--- src/rtl/vsc_pkg.sv ---
package vsc_pkg;
    localparam int VALLEY_MAX = 7;
    localparam int VALLEY_W   = $clog2(VALLEY_MAX + 1);

    typedef logic [VALLEY_W-1:0] valley_t;

    typedef enum logic {
        GATE_LOW  = 1'b0,
        GATE_HIGH = 1'b1
    } gate_e;

    typedef struct packed {
        logic    seen_lo;
        logic    seen_hi;
        valley_t target;
    } tgt_state_t;
endpackage

--- src/rtl/vsc_tick_gen.sv ---
module vsc_tick_gen #(
    parameter int TICK_CYC = 2_400_000
) (
    input  logic clk,
    input  logic rst_n,
    output logic tick
);
    localparam int TKW = (TICK_CYC > 2) ? $clog2(TICK_CYC) : 1;
    localparam logic [TKW-1:0] LAST = TKW'(TICK_CYC - 1);

    logic [TKW-1:0] cnt_d, cnt_q;

    always_comb begin
        tick  = (cnt_q == LAST);
        cnt_d = tick ? '0 : cnt_q + 1'b1;
    end

    always_ff @(posedge clk or negedge rst_n) begin
        if (!rst_n) cnt_q <= '0;
        else        cnt_q <= cnt_d;
    end

    assert_tick_bound_R1: assert property (@(posedge clk) disable iff (!rst_n)
        cnt_q <= LAST);
endmodule

--- src/rtl/vsc_valley_target.sv ---
module vsc_valley_target
    import vsc_pkg::*;
(
    input  logic    clk,
    input  logic    rst_n,
    input  logic    tick,
    input  logic    fb_over_lo,
    input  logic    fb_over_hi,
    input  logic    fb_over_rst,
    input  logic    startup_clr,
    output valley_t target
);
    localparam valley_t V_ONE = valley_t'(1);
    localparam valley_t V_TOP = valley_t'(VALLEY_MAX);

    tgt_state_t st_d, st_q;
    logic lo_any, hi_any;

    always_comb begin
        st_d   = st_q;
        lo_any = st_q.seen_lo | fb_over_lo;
        hi_any = st_q.seen_hi | fb_over_hi;
        st_d.seen_lo = lo_any;
        st_d.seen_hi = hi_any;
        if (tick) begin
            st_d.seen_lo = 1'b0;
            st_d.seen_hi = 1'b0;
            if (!lo_any) begin
                if (st_q.target != V_TOP) st_d.target = st_q.target + V_ONE;
            end else if (hi_any) begin
                if (st_q.target != V_ONE) st_d.target = st_q.target - V_ONE;
            end
        end
        if (fb_over_rst || startup_clr) st_d.target = V_ONE;
        if (startup_clr) begin
            st_d.seen_lo = 1'b0;
            st_d.seen_hi = 1'b0;
        end
    end

    always_ff @(posedge clk or negedge rst_n) begin
        if (!rst_n) st_q <= '{seen_lo: 1'b0, seen_hi: 1'b0, target: V_ONE};
        else        st_q <= st_d;
    end

    assign target = st_q.target;

    assert_target_range_R2: assert property (@(posedge clk) disable iff (!rst_n)
        (st_q.target >= V_ONE) && (st_q.target <= V_TOP));
    assert_fast_reset_R3: assert property (@(posedge clk) disable iff (!rst_n)
        (fb_over_rst || startup_clr) |=> (st_q.target == V_ONE));
    assert_only_at_tick_R1: assert property (@(posedge clk) disable iff (!rst_n)
        (!tick && !fb_over_rst && !startup_clr) |=> $stable(st_q.target));
endmodule

--- src/rtl/vsc_gate_timer.sv ---
module vsc_gate_timer
    import vsc_pkg::*;
#(
    parameter int RS_SHORT = 125,
    parameter int RS_LONG  = 1250,
    parameter int OFF_MAX  = 2100,
    parameter int ON_MAX   = 1500,
    parameter int LEB_CYC  = 17
) (
    input  logic    clk,
    input  logic    rst_n,
    input  valley_t target,
    input  logic    zc_det,
    input  logic    aux_over_rs,
    input  logic    cs_off_req,
    output logic    gate_on,
    output valley_t zc_count
);
    localparam int SPAN = (OFF_MAX > ON_MAX) ? OFF_MAX : ON_MAX;
    localparam int TW   = $clog2(SPAN) + 1;
    localparam logic [TW-1:0] RSS_LIM = TW'(RS_SHORT - 1);
    localparam logic [TW-1:0] RSL_LIM = TW'(RS_LONG - 1);
    localparam logic [TW-1:0] OFF_LIM = TW'(OFF_MAX - 1);
    localparam logic [TW-1:0] ON_LIM  = TW'(ON_MAX - 1);
    localparam logic [TW-1:0] LEB_LIM = TW'(LEB_CYC - 1);
    localparam valley_t V_TOP = valley_t'(VALLEY_MAX);

    typedef struct packed {
        gate_e          st;
        logic [TW-1:0]  tmr;
        valley_t        zc;
    } gt_state_t;

    gt_state_t g_d, g_q;
    logic rs_done;

    always_comb begin
        g_d     = g_q;
        rs_done = aux_over_rs ? (g_q.tmr >= RSS_LIM) : (g_q.tmr >= RSL_LIM);
        unique case (g_q.st)
            GATE_LOW: begin
                if ((rs_done && (g_q.zc >= target)) || (g_q.tmr == OFF_LIM)) begin
                    g_d.st  = GATE_HIGH;
                    g_d.tmr = '0;
                    g_d.zc  = '0;
                end else begin
                    g_d.tmr = g_q.tmr + 1'b1;
                    if (zc_det && (g_q.zc != V_TOP)) g_d.zc = g_q.zc + 1'b1;
                end
            end
            GATE_HIGH: begin
                if ((cs_off_req && (g_q.tmr >= LEB_LIM)) || (g_q.tmr == ON_LIM)) begin
                    g_d.st  = GATE_LOW;
                    g_d.tmr = '0;
                end else begin
                    g_d.tmr = g_q.tmr + 1'b1;
                end
            end
            default: g_d = g_q;
        endcase
    end

    always_ff @(posedge clk or negedge rst_n) begin
        if (!rst_n) g_q <= '{st: GATE_LOW, tmr: '0, zc: '0};
        else        g_q <= g_d;
    end

    assign gate_on  = (g_q.st == GATE_HIGH);
    assign zc_count = g_q.zc;

    assert_zc_clear_R4: assert property (@(posedge clk) disable iff (!rst_n)
        $rose(gate_on) |-> (zc_count == '0));
    assert_zc_hold_high_R4: assert property (@(posedge clk) disable iff (!rst_n)
        (gate_on && $past(gate_on)) |-> $stable(zc_count));
    assert_min_suppress_R5: assert property (@(posedge clk) disable iff (!rst_n)
        $rose(gate_on) |-> ($past(g_q.tmr) >= RSS_LIM));
    assert_off_bound_R7: assert property (@(posedge clk) disable iff (!rst_n)
        !gate_on |-> (g_q.tmr <= OFF_LIM));
    assert_on_bound_R8: assert property (@(posedge clk) disable iff (!rst_n)
        gate_on |-> (g_q.tmr <= ON_LIM));
    assert_min_on_R9: assert property (@(posedge clk) disable iff (!rst_n)
        $fell(gate_on) |-> ($past(g_q.tmr) >= LEB_LIM));
endmodule

--- src/rtl/valley_switch_ctrl.sv ---
module valley_switch_ctrl
    import vsc_pkg::*;
#(
    parameter int TICK_CYC = 2_400_000,
    parameter int RS_SHORT = 125,
    parameter int RS_LONG  = 1250,
    parameter int OFF_MAX  = 2100,
    parameter int ON_MAX   = 1500,
    parameter int LEB_CYC  = 17
) (
    input  logic       clk,
    input  logic       rst_n,
    input  logic       fb_over_lo,
    input  logic       fb_over_hi,
    input  logic       fb_over_rst,
    input  logic       startup_clr,
    input  logic       zc_det,
    input  logic       aux_over_rs,
    input  logic       cs_off_req,
    output logic       gate_on,
    output logic [2:0] valley_target,
    output logic [2:0] zc_count
);
    logic    tick;
    valley_t tgt;
    valley_t zc;

    vsc_tick_gen #(.TICK_CYC(TICK_CYC)) u_tick (
        .clk   (clk),
        .rst_n (rst_n),
        .tick  (tick)
    );

    vsc_valley_target u_target (
        .clk         (clk),
        .rst_n       (rst_n),
        .tick        (tick),
        .fb_over_lo  (fb_over_lo),
        .fb_over_hi  (fb_over_hi),
        .fb_over_rst (fb_over_rst),
        .startup_clr (startup_clr),
        .target      (tgt)
    );

    vsc_gate_timer #(
        .RS_SHORT (RS_SHORT),
        .RS_LONG  (RS_LONG),
        .OFF_MAX  (OFF_MAX),
        .ON_MAX   (ON_MAX),
        .LEB_CYC  (LEB_CYC)
    ) u_gate (
        .clk         (clk),
        .rst_n       (rst_n),
        .target      (tgt),
        .zc_det      (zc_det),
        .aux_over_rs (aux_over_rs),
        .cs_off_req  (cs_off_req),
        .gate_on     (gate_on),
        .zc_count    (zc)
    );

    assign valley_target = tgt;
    assign zc_count      = zc;

    assert_valley_turn_on_R6: assert property (@(posedge clk) disable iff (!rst_n)
        $rose(gate_on) && ($past(zc) < $past(tgt)) |-> ($past(u_gate.g_q.tmr) == u_gate.OFF_LIM));
endmodule

--- config.mk ---
export PLATFORM = sky130hd
export DESIGN_NAME = valley_switch_ctrl
export DESIGN_NICKNAME = d
export VERILOG_FILES = /design/src/rtl/vsc_pkg.sv /design/src/rtl/vsc_tick_gen.sv /design/src/rtl/vsc_valley_target.sv /design/src/rtl/vsc_gate_timer.sv /design/src/rtl/valley_switch_ctrl.sv
export SDC_FILE = /design/constraint.sdc
export NUM_CORES = 1
export LEC_CHECK = 0
export BUFFER_PORTS_ARGS = -buffer_cell sky130_fd_sc_hd__buf_2
export CELL_PAD_IN_SITES_DETAIL_PLACEMENT = 0
export CELL_PAD_IN_SITES_GLOBAL_PLACEMENT = 2
export CORE_ASPECT_RATIO = 1.25
export CORE_MARGIN = 10
export CORE_UTILIZATION = 42
export DETAILED_ROUTE_END_ITERATION = 16
export PLACE_DENSITY = 0.92
export RECOVER_POWER = 50
export SLEW_MARGIN = 10
export SYNTH_ARGS = -nofsm -noshare
export SYNTH_HDL_FRONTEND = slang
export SYNTH_SLANG_ARGS = --single-unit
--- constraint.sdc ---
create_clock -name clk -period 3.25 [get_ports clk]
set_input_delay 0.65 -clock clk [delete_from_list [all_inputs] [get_ports clk]]
set_output_delay 0.65 -clock clk [all_outputs]
set_load 0.1 [all_outputs]
Yosys cells after proc, flatten, opt, wreduce, memory -nomap -nowiden
Cells that the tools add are included.
{"block": "classes", "addsub": 5, "n_lt_le_gt_ge": 4, "n_eq_ne": 8, "muxes": 15, "bitwise_logic": 3, "n_reduce_logical": 11}
{"operator": "14-bit case mux with 2 select lines", "count": 1}
{"operator": "22-bit by 1-bit adder with 22-bit output (second input constant)", "count": 1}
{"operator": "22-bit == test (second input constant)", "count": 1}
{"operator": "22-bit 2-to-1 mux", "count": 1}
{"operator": "3-bit 2-to-1 mux", "count": 6}
{"operator": "16-bit 2-to-1 mux", "count": 1}
{"operator": "13-bit by 1-bit adder with 13-bit output (second input constant)", "count": 1}
{"operator": "13-bit by 11-bit == test with 1-bit output (second input constant)", "count": 1}
{"operator": "13-bit by 12-bit == test with 1-bit output (second input constant)", "count": 1}
{"operator": "13-bit by 11-bit >= comparator with 1-bit output (second input constant)", "count": 1}
{"operator": "13-bit by 5-bit >= comparator with 1-bit output (second input constant)", "count": 1}
{"operator": "13-bit by 7-bit >= comparator with 1-bit output (second input constant)", "count": 1}
{"operator": "13-bit 2-to-1 mux", "count": 1}
{"operator": "3-bit inequality test (second input constant)", "count": 4}
{"operator": "3-bit by 1-bit adder with 3-bit output (second input constant)", "count": 2}
{"operator": "5-bit 2-to-1 mux", "count": 1}
{"operator": "4-bit AND reduction", "count": 1}
{"operator": "2-bit nonzero test", "count": 2}
{"operator": "3-bit >= comparator", "count": 1}
{"operator": "1-bit logical AND", "count": 3}
{"operator": "1-bit logical OR", "count": 3}
{"operator": "1-bit 2-to-1 mux", "count": 3}
{"operator": "3-bit by 1-bit inequality test with 1-bit output (second input constant)", "count": 1}
{"operator": "3-bit nonzero test", "count": 1}
{"operator": "5 further kinds", "count": 6}
{"block": "word_totals", "reg_bits": 44, "input_bits": 9, "output_inout_bits": 7, "elab_cells": 53}

Logic depth before layout (Yosys ltp)
Gate-level depths: netlist of run 1.
{"block": "logic_depth", "depth_word": 6, "mapped_depth": 8, "mapped_depth_nobuf": 7}

Cells and area by module
A second synthesis of run 1 with hierarchy kept.
{"block": "hier_totals", "hier_cells": 262, "hier_area_um2": 2533.7}
{"mod": "vsc_gate_timer", "n_inst": 1, "cells_per_inst": 125, "area_per_inst_um2": 1122.3, "seq_area_each_um2": 425.4}
{"mod": "vsc_tick_gen", "n_inst": 1, "cells_per_inst": 102, "area_per_inst_um2": 1051.0, "seq_area_each_um2": 550.5}
{"mod": "vsc_valley_target", "n_inst": 1, "cells_per_inst": 35, "area_per_inst_um2": 360.3, "seq_area_each_um2": 126.4}

Worst setup path after synthesis of run 1
OpenSTA, ideal clock, no wires.
{"block": "synth_path", "kind": "flip-flop to flip-flop", "from": "reg u_gate.g_q[3] (netlist name)", "to": "reg u_gate.g_q[11] (netlist name)", "setup_time_ns": 0.119, "arrival_ns": 1.860, "t_required_ns": 3.131, "slack_ns": 1.271, "path_stages_with_launch": 8, "path_buffers": 1, "period_less_slack_ns": 1.979, "cell_sequence": "dfrtp_1 -> ha_1 -> or3b_1 -> nor4b_1 -> nand2_1 -> a31oi_4 -> buf_6 -> nor2_2"}
{"item": "from (decl)", "line_no": "vsc_gate_timer.sv:34", "text": "gt_state_t g_d, g_q;"}
{"item": "from (signal assigned)", "line_no": "vsc_gate_timer.sv:64", "text": "if (!rst_n) g_q <= '{st: GATE_LOW, tmr: '0, zc: '0};"}
{"item": "from (signal assigned)", "line_no": "vsc_gate_timer.sv:65", "text": "else g_q <= g_d;"}

==> impl_metrics.env, run 1 <==
export IMPL_setup_worst_path_class="input port to async pin"
export IMPL_antenna_found_initial=0
export IMPL_synth_nets=277
export IMPL_rsz0062_at_grt="no"
export IMPL_hold_ws_ns=0.4951
export IMPL_min_period_ns=2.355
export IMPL_r2r_end="u_gate.g_q[6]"
export IMPL_post_cts_buffers=0
export IMPL_synth_edf_count=0
export IMPL_ys_ff_latch=44
export IMPL_max_freq_mhz=424.6
export IMPL_io_buffers=15
export IMPL_layout_drive_gt1_share=0.1429
export IMPL_leakage_nw=1.150
export IMPL_cp_top_family="buffers and inverters"
export IMPL_cts_resized=0
export IMPL_hold_buffers=0
export IMPL_finalSetupViolations=0
export IMPL_drc=0
export IMPL_grt_max_degree=45
export IMPL_holdPathEnd="u_tick.cnt_q[21]"
export IMPL_path_clk_slew_ns=0.09
export IMPL_violations="capacitance limit, slew limit"
export IMPL_cp_slowest_stage_delay_ns=1.62
export IMPL_wl_per_cell_um=13.56
export IMPL_outcome="complete, but fails checks"
export IMPL_cp_required_ns=3.18
export IMPL_place_gp_congestion=0.7521
export IMPL_cts_root_buf="clkbuf_8"
export IMPL_core_mm2=0.005779
export IMPL_r2r_start="u_gate.g_q[3]"
export IMPL_synthCells=255
export IMPL_area_delta_synth_final_pct=6.442
export IMPL_cts_sinks=44
export IMPL_die_h_um=106.0
export IMPL_htreeDepth=2
export IMPL_crit_fanout=44
export IMPL_layout_setup_ws_ns=0.8946
export IMPL_peakVddDrop_mv=0.2166
export IMPL_path_depth=1
export IMPL_grt_pass1_wl_mm=7.893
export IMPL_grt_pass1_vias=1725
export IMPL_worst_pin_slew_ns=2.309
export IMPL_post_drt_via_cell_ratio=5.295
export IMPL_dieArea_mm2=0.009416
export IMPL_yosysWarnings=0
export IMPL_dp_hpwl_mm=3.195
export IMPL_critPathLaunchType="input port"
export IMPL_fin_crit_sh=0.7247
export IMPL_antennaDiodeCount=0
export IMPL_cts_buffers=5
export IMPL_cts_tree="yes"
export IMPL_hp_class="flop to flop"
export IMPL_seq_area_frac_synth=0.4434
export IMPL_rows=31
export IMPL_hold_path_cell_count=1
export IMPL_syn_area_mm2=0.002486
export IMPL_synthArstFlopShare=1.000
export IMPL_num_fill_cells=576
export IMPL_path_cells="clkbuf_1"
export IMPL_postSynthAreaPerCell_um2=9.750
export IMPL_endpoint_kind="async pin"
export IMPL_grtUsageTotal=0.1023
export IMPL_drv_cap=1
export IMPL_yosysTopAreaCell="dfrtp_1"
export IMPL_hold_viol=0
export IMPL_io_pins=16
export IMPL_drtPass1Iterations=4
export IMPL_clk_path_buf_depth=2
export IMPL_critPathSlowestCell="clkbuf_1"
export IMPL_pre_cts_slack_ns=0.9177
export IMPL_vias=1758
export IMPL_relSlewSlack=-0.5396
export IMPL_die_w_um=88.82
export IMPL_worstRegToRegCells=6
export IMPL_holdCritStartpoint="u_tick.cnt_q[21]"
export IMPL_synth_main_ff_cell="dfrtp_1"
export IMPL_yosys_top_cells_area="dfrtp_1 43%, xnor2_1 6.7%, ha_1 6.5%"
export IMPL_insertion_delay_ns=0.30
export IMPL_setup_tns_final_ns=0
export IMPL_power_density_mw_per_mm2=515.6
export IMPL_ant_nets=0
export IMPL_synth_top_area_share=0.4328
export IMPL_critPathBufInv=1
export IMPL_fin_skew_ns=0.009681
export IMPL_drt_iter0_drc=85
export IMPL_routed_wl_mm=4.501
export IMPL_slew_viol_final=45
export IMPL_worstPathArrival_ns=2.29
export IMPL_ys_types=45
export IMPL_num_nets_final=288
export IMPL_start_util=0.4302
export IMPL_overflow=0
export IMPL_r2r_slack_ns=0.93
worst register-to-register path, delay by kind of cell (launching register included):
kind / cells / cell delay (ns)
and+or+nand+nor: 4 / 0.95
DFF: 1 / 0.47
AOI/OAI and AO/OA: 1 / 0.53
adders and majority gates: 1 / 0.24
cell type report:
class / count / area, um2 / area share
Timing Repair Buffer: 16 / 81.33 / 0.03073
Clock inverter: 2 / 12.51 / 0.004728
Multi-Input combinational cell: 189 / 1261 / 0.4766
Tap cell: 66 / 82.58 / 0.03121
Clock buffer: 5 / 68.82 / 0.02600
Inverter: 10 / 37.54 / 0.01418
Sequential cell: 44 / 1102 / 0.4165
through the flow:
| step | instances | area [um2] | util | total power, W |
|---|---|---|---|---|
| after floorplan | 255 | 2486 | - | 0.001001 |
| after global placement | 325 | 2566 | 0.4440 | 0.001046 |
| after detailed placement | 325 | 2566 | 0.4440 | 0.001052 |
| after CTS | 332 | 2648 | 0.4581 | 0.001388 |
| after global routing | 332 | 2646 | 0.4579 | 0.001458 |
| final | 332 | 2646 | 0.4579 | 0.001364 |
synthesized netlist by cell type, types with 5 or more instances:
cell type  number
o21ai_0         5
a21oi_1         5
and3_1          9
buf_4           6
inv_1          10
nand3_1        14
xor2_1         10
nor2_1         24
nand2_1        24
nor2_2         10
dfrtp_1        43
xnor2_1        19
nor3_1          8
ha_1           13
nand4_1         7
cell families after synthesis:
| kind of cell | synth area share |
|---|---|
| flip-flops | 0.4434 |
| adder cells (fa/ha/maj) | 0.06543 |
| buffers and inverters | 0.04932 |
| AND/OR/NAND/NOR | 0.2642 |
| multiplexers | 0.008053 |
| XOR/XNOR | 0.1022 |
| AO/OA/AOI/OAI | 0.06743 |
worst max-delay path by stage:
stage                        startpoint            endpoint  slack (ns)
after detailed placement  u_gate.g_q[3]       u_gate.g_q[6]        0.92
final                             rst_n      u_gate.gate_on        0.89
after global routing              rst_n  u_target.target[2]        0.39
after floorplan           u_gate.g_q[3]      u_gate.g_q[11]        1.27
after CTS                 u_gate.g_q[3]       u_gate.g_q[6]        0.89
after global placement    u_gate.g_q[3]       u_gate.g_q[5]        0.99
registers in the layout, indices dropped and copies added, names as in the netlist:
signal and count:
u_tick.cnt_q 22, u_target.target 3, u_gate.g_q 13, u_gate.gate_on 1, u_target.st_q 2, u_gate.zc_count 3
placed cells by master (no fill, tap or decap), types with 4 or more instances in the layout:
master / instances
xor2_1: 10
nor3_1: 8
dfrtp_1: 43
buf_2: 14
nor2_1: 24
a21oi_1: 5
o22ai_1: 4
nor2b_1: 4
and3_1: 9
ha_1: 13
nand4_1: 7
o21ai_0: 5
nand3_1: 14
nor2_2: 10
xnor2_1: 19
inv_1: 10
clkbuf_8: 5
nand2_1: 24
power breakdown:
group / total [W] / switching, W / internal, W
logic: 0.000385 / 0.000273 / 0.000111
clock network: 0.000329 / 0.000184 / 0.000146
registers: 0.000651 / 0.0000597 / 0.000591
total: 0.00136 / 0.000517 / 0.000848
metal layers:
layer / vias to the layer above / global-route usage / wire length (um)
met5: - / 0 / 0
met4: 0 / 0.04861 / 78
met3: 7 / 0.02368 / 222
met2: 35 / 0.1566 / 2030
met1: 822 / 0.1315 / 2169
li1: 894 / - / -
Power figures use the tool's default switching activity.
==> inputs of run 2 (changes only) <==
- ABC_AREA: not set -> 1
- CORE_UTILIZATION: 42 -> 33
- PLACE_DENSITY: 0.92 -> 0.83
- clock period: 3.25 -> 1.9 ns (I/O delays scaled with it)
==> run 2 against run 1 <==
Compared with the run above: the flow still finishes with violations (capacitance limit, slew limit); synthesized cell count grew 35%; sequential power grew 75%; clock-buffer cell count grew 1; clock skew grew 0.00084 ns; cell area grew 16%; power grew 110%; critical endpoint is now valley_target[0]; routed wire length grew 30%; critical path depth grew 1; highest routed layer unchanged; largest cell class unchanged; register-to-register slack lost 0.71 ns; area after synthesis grew 9.1%.
==> impl_metrics.env, run 2 <==
export IMPL_outcome="complete, but fails checks"
export IMPL_violations="capacitance limit, slew limit"
export IMPL_cp_top_family="flip-flops"
export IMPL_clk_path_buf_depth=2
export IMPL_yosys_area_share_simple=0.3164
export IMPL_vias=2158
export IMPL_setup_worst_path_class="flop to primary output"
export IMPL_antennaDiodeCount=0
export IMPL_yosysWarnings=0
export IMPL_synthCells=344
export IMPL_utilization=0.3856
export IMPL_reg_top3="u_tick.cnt_q: 22 flops, u_gate.g_q: 13 flops"
export IMPL_fin_skew_ns=0.01052
export IMPL_largest_reg_flops=22
export IMPL_critPathSlowestCell="dfstp_2"
export IMPL_final_common_cell="inv_1"
export IMPL_num_fill_cells=859
export IMPL_post_drt_via_cell_ratio=4.621
export IMPL_postSynthAreaPerCell_um2=7.885
export IMPL_finalSetupViolations=0
export IMPL_cp_required_ns=1.52
export IMPL_ys_ff_latch=44
export IMPL_synth_adder_area_share=0.05996
export IMPL_cp_slowest_stage_delay_ns=0.56
export IMPL_multi_input_area_mm2=0.001350
export IMPL_synthTopCellsByCount="56 x inv_1, 54 x nand2_1, 47 x nor2_1"
export IMPL_synthArstFlopShare=1.000
export IMPL_antenna_found_initial=0
export IMPL_synth_xor_area_frac=0.06135
export IMPL_htreeDepth=2
export IMPL_worst_pin_slew_ns=1.589
export IMPL_ys_types=33
export IMPL_synth_compound_area_frac=0.05304
export IMPL_hold_buffers=0
export IMPL_routed_wl_mm=5.831
export IMPL_num_nets_final=393
export IMPL_critPathLaunchType="flop"
export IMPL_synthMuxAreaShare=0
export IMPL_top_register="u_tick.cnt_q"
export IMPL_synth_edf_count=0
export IMPL_worstPathArrival_ns=1.39
export IMPL_synth_nets=366
export IMPL_insertion_delay_ns=0.30
export IMPL_overflow=0
export IMPL_yosysTopAreaCell="dfrtp_1"
export IMPL_layout_drive_gt1_share=0.1613
export IMPL_peakVddDrop_mv=0.8077
export IMPL_leakage_nw=1.557
export IMPL_grt_pass1_vias=2241
export IMPL_synth_top_area_share=0.3967
export IMPL_dp_hpwl_mm=4.558
export IMPL_dieArea_mm2=0.01227
export IMPL_synth_top_family_by_area="simple AND/OR/NAND/NOR gates"
export IMPL_slew_viol_final=30
export IMPL_core_mm2=0.007928
export IMPL_critPathLaunch="u_target.target[0]"
export IMPL_final_cell_mix="56 x inv_1, 54 x nand2_1, 45 x nor2_1"
export IMPL_max_freq_mhz=565.7
export IMPL_die_w_um=101.1
export IMPL_cts_root_buf="clkbuf_8"
export IMPL_r2r_slack_ns=0.22
export IMPL_drtPass1Iterations=4
export IMPL_setup_tns_final_ns=0
export IMPL_hold_viol=0
export IMPL_drv_cap=1
export IMPL_cts_tree="yes"
export IMPL_wl_per_cell_um=12.49
export IMPL_io_pins=16
export IMPL_seq_area_frac_synth=0.4064
export IMPL_grtUsageTotal=0.09995
export IMPL_rows=36
export IMPL_area_delta_synth_final_pct=12.68
export IMPL_io_buffers=15
export IMPL_crit_fanout=3
export IMPL_grt_max_degree=30
export IMPL_critPathBufInv=2
export IMPL_synth_main_ff_cell="dfrtp_1"
export IMPL_place_gp_congestion=0.7748
export IMPL_endpoint_kind="primary output"
export IMPL_yosys_top_cells_area="dfrtp_1 40%, inv_1 7.7%, nand2_1 7.5%"
export IMPL_cts_buffers=5
export IMPL_path_clk_slew_ns=0.09
export IMPL_grt_pass1_wl_mm=10.10
export IMPL_r2r_start="u_gate.g_q[4]"
export IMPL_drc=0
export IMPL_fin_crit_sh=0.9304
export IMPL_min_period_ns=1.768
export IMPL_syn_area_mm2=0.002713
export IMPL_rsz0062_at_grt="no"
export IMPL_relSlewSlack=-0.05922
export IMPL_ant_nets=0
export IMPL_path_cells="buf_4 > buf_2"
export IMPL_yosysMostFrequentCell="inv_1"
export IMPL_power_density_mw_per_mm2=920.9
export IMPL_start_util=0.3422
export IMPL_holdCritStartpoint="startup_clr"
export IMPL_drt_iter0_drc=50
export IMPL_die_h_um=121.4
export IMPL_hp_class="input port to flop"
export IMPL_seq_area_mm2=0.001102
export IMPL_cts_sinks=44
-- run 2: changes by cell type after synthesis, sizes merged, moves of 8 or more --
cell and delta:
xnor2 -15, nand3 +12, nand2 +36, o21ai +8
inv +48, nor3 +12, and3 -9, nor2 +21
-- run 2: cell type report --
cell class,count,area share
multi-input combinational,234,0.4417
sequential,44,0.3606
inverter,59,0.07286
timing repair buffer,27,0.05076
tap,95,0.03889
clock buffer,6,0.02374
clock inverter,2,0.01146
-- run 2: per-stage QoR --
stage / hold WS, ns / total power, W / worst slack, ns / area [um2] / std cells
6_report: 0.2704 / 0.002815 / 0.1323 / 3057 / 467
5_1_grt: 0.2694 / 0.003002 / 0.02052 / 3057 / 467
4_1_cts: 0.1302 / 0.002813 / 0.03125 / 3018 / 463
3_5_place_dp: 0.4592 / 0.002083 / 0.07507 / 2910 / 455
3_3_place_gp: 0.4482 / 0.002079 / 0.09733 / 2910 / 455
2_1_floorplan: 0.08441 / 0.001922 / 0.2214 / 2713 / 344
-- run 2: logic make-up (layout without fill, tap and decap cells) --
| family | Yosys count | count (layout) |
|---|---|---|
| AND/OR/NAND/NOR | 175 | 175 |
| buffers and inverters | 66 | 94 |
| flip-flops | 44 | 44 |
| AO/OA/AOI/OAI | 27 | 27 |
| XOR/XNOR | 19 | 19 |
| adder cells (fa/ha/maj) | 13 | 13 |
-- run 2: timing repair --
item | 4_1_cts | 5_1_grt
endpoints found under the hold margin | 0 | 0
resized for setup | 0 | 5
setup buffers | 0 | 4
endpoints found under the setup margin | 0 | 18
-- run 2: routing by layer --
metal	wire, um	GRT usage
met5	0	0
met1	2586	0.1138
met4	59	0.02967
met3	185	0.02108
met2	2999	0.1800
-- run 2: worst reg2reg max path, cell delays in order, from the launching register on --
cell and delay (ns):
dfrtp_1 0.41, inv_1 0.11, ha_1 0.16, nand2_1 0.06
inv_1 0.06, nand2_1 0.04, nor2_1 0.12, nand2_1 0.06
nand4_1 0.10, nand2_1 0.07, nand2_2 0.09, nand2_4 0.07
nand2_4 0.15, nor2_1 0.07
-- run 2: where the power goes --
part | internal [W] | switching (W) | leakage, nW
clock | 0.000391 | 0.000329 | 0.0552
combinational | 0.000270 | 0.000683 | 0.921
sequential | 0.00104 | 0.000104 | 0.581
-- run 2: final timing paths --
| check | end | cells after the start |
|---|---|---|
| worst max-delay path | valley_target[0] | 2 |
| worst min-delay path | u_target.st_q[3] | 2 |
| worst max register to register | u_gate.g_q[7] | 13 |
| worst min register to register | u_gate.g_q[3] | 1 |
| max in group asynchronous | u_tick.cnt_q[9] | 2 |
| min in group asynchronous | u_gate.g_q[9] | 1 |
==> inputs of run 3 (changes only) <==
- CELL_PAD_IN_SITES_DETAIL_PLACEMENT: 0 -> 1
- CELL_PAD_IN_SITES_GLOBAL_PLACEMENT: 2 -> 1
- CORE_MARGIN: 10 -> 4
- CORE_UTILIZATION: 33 -> 41
==> run 3 against run 2 <==
Compared with the run above: the flow now finishes without violations; routed wire length is 8.9% higher; fmax rose by 1.1%; core utilization increased by 9.4 points; worst setup slack better by 0.020 ns; sequential share of layout area increased by 0.48 points; power is 1.5% higher; flip-flop and latch count did not move; clock skew increased by 0.0048 ns; hold slack got worse by 0.0092 ns.
==> impl_metrics.env, run 3 (synthesis results as in run 2) <==
export IMPL_antennaDiodeCount=0
export IMPL_hp_class="input port to flop"
export IMPL_wl_per_cell_um=14.05
export IMPL_layout_drive_gt1_share=0.1526
export IMPL_critPathLaunchType="flop"
export IMPL_drt_iter0_drc=94
export IMPL_grt_pass1_wl_mm=10.83
export IMPL_hold_ws_ns=0.2612
export IMPL_rows=32
export IMPL_dpl_cell_area_mm2=0.002895
export IMPL_grtUsageTotal=0.1741
export IMPL_area_delta_synth_final_pct=11.21
export IMPL_r2r_start="u_target.target[0]"
export IMPL_grt_pass1_vias=2378
export IMPL_fin_crit_sh=0.9198
export IMPL_die_h_um=98.94
export IMPL_setup_worst_path_class="flop to flop"
export IMPL_worst_pin_slew_ns=1.177
export IMPL_cts_root_buf="clkbuf_8"
export IMPL_dp_hpwl_mm=4.973
export IMPL_outcome="finished, final reports clean"
export IMPL_clk_path_buf_depth=2
export IMPL_grt_max_degree=25
export IMPL_peakVddDrop_mv=0.4682
export IMPL_htreeDepth=2
export IMPL_num_fill_cells=814
export IMPL_cts_sinks=44
export IMPL_drtPass1Iterations=4
export IMPL_die_w_um=80.75
export IMPL_cts_buffers=5
export IMPL_place_gp_congestion=0.8618
export IMPL_drc=0
export IMPL_io_buffers=15
export IMPL_drv_cap=0
export IMPL_worstPathArrival_ns=1.97
export IMPL_routed_wl_mm=6.349
export IMPL_num_nets_final=388
export IMPL_fin_area_mm2=0.003017
export IMPL_max_freq_mhz=572.2
export IMPL_top_register="u_tick.cnt_q"
export IMPL_multi_input_area_mm2=0.001344
export IMPL_io_pins=16
export IMPL_rsz0062_at_grt="yes"
export IMPL_finalSetupViolations=0
export IMPL_hold_buffers=0
export IMPL_holdCritStartpoint="startup_clr"
export IMPL_power_density_mw_per_mm2=946.8
export IMPL_final_cell_mix="56 x inv_1, 54 x nand2_1, 46 x nor2_1"
export IMPL_relSlewSlack=0.2151
export IMPL_cp_required_ns=2.12
export IMPL_min_period_ns=1.748
export IMPL_vias=2256
export IMPL_leakage_nw=1.528
export IMPL_antenna_found_initial=0
export IMPL_insertion_delay_ns=0.31
export IMPL_overflow=0
export IMPL_fin_skew_ns=0.01531
export IMPL_ant_nets=0
export IMPL_critPathLaunch="u_target.target[0]"
export IMPL_hold_viol=0
export IMPL_core_mm2=0.006286
export IMPL_final_common_cell="inv_1"
export IMPL_path_clk_slew_ns=0.10
export IMPL_largest_reg_flops=22
export IMPL_cts_tree="yes"
export IMPL_crit_fanout=13
export IMPL_dieArea_mm2=0.007989
export IMPL_endpoint_kind="flop"
export IMPL_reg_top3="u_tick.cnt_q: 22 flops, u_gate.g_q: 13 flops"
export IMPL_post_drt_via_cell_ratio=4.991
export IMPL_start_util=0.4315
export IMPL_slew_viol_final=0
export IMPL_seq_area_mm2=0.001102
run 3: cell types whose count changed in the layout (fill, tap and decap cells not counted), sizes merged:
cell    previous run  this run
buf               22        19
clkbuf            11         9
run 3: repair_timing:
item	CTS	global route
endpoints found under the setup margin	0	18
buffers inserted	0	1
resized for setup	0	4
run 3: worst paths after layout:
check / cells past startpoint / endpoint / slack (ns)
max: 10 / u_gate.g_q[3] / 0.15
min in group asynchronous: 1 / u_tick.cnt_q[16] / 0.29
min: 2 / u_target.st_q[3] / 0.26
min reg2reg: 1 / u_tick.cnt_q[8] / 0.50
max reg2reg: 10 / u_gate.g_q[3] / 0.15
max in group asynchronous: 2 / u_gate.g_q[11] / 0.40
run 3: power breakdown:
part / internal (W) / total (W) / switching, W / leakage, nW
Combinational: 0.000245 / 0.000936 / 0.000691 / 0.886
Sequential: 0.00104 / 0.00115 / 0.000112 / 0.581
Clock: 0.000430 / 0.000770 / 0.000339 / 0.0614
run 3: final cells by class:
cell class                      instances  area share
Clock buffer                            6     0.02737
Clock inverter                          2     0.01286
Inverter                               59     0.07383
Multi-Input combinational cell        234      0.4455
Sequential cell                        44      0.3654
Tap cell                               85     0.03526
Timing Repair Buffer                   22     0.03982
run 3: worst max-delay path, stage by stage, from the launching register on:
cell     delay, ns
dfstp_2       0.59
ha_1          0.24
o21ai_1       0.13
nand2_1       0.06
a21oi_1       0.13
nor2_1        0.05
nand2_1       0.07
nand2_2       0.07
nand2_4       0.09
nand2_4       0.11
nor2_1        0.13
run 3: metrics by stage:
stage               total power, W  cells  setup slack, ns    util   TNS, ns
floorplan                 0.001922    344           0.2214       -         0
global placement          0.002061    443           0.1405  0.4606         0
detailed placement        0.002104    443          0.05210  0.4606         0
CTS                       0.002886    451        0.0004232  0.4799         0
global route              0.003029    452         -0.03542  0.4799  -0.05041
finish                    0.002856    452           0.1523  0.4799         0
run 3: metal layers:
metal	global-route usage	vias to the layer above	wire, um
li1	-	1126	-
met1	0.1904	1086	2608
met2	0.3208	30	3428
met3	0.03291	14	152
met4	0.07282	0	159
met5	0	-	0
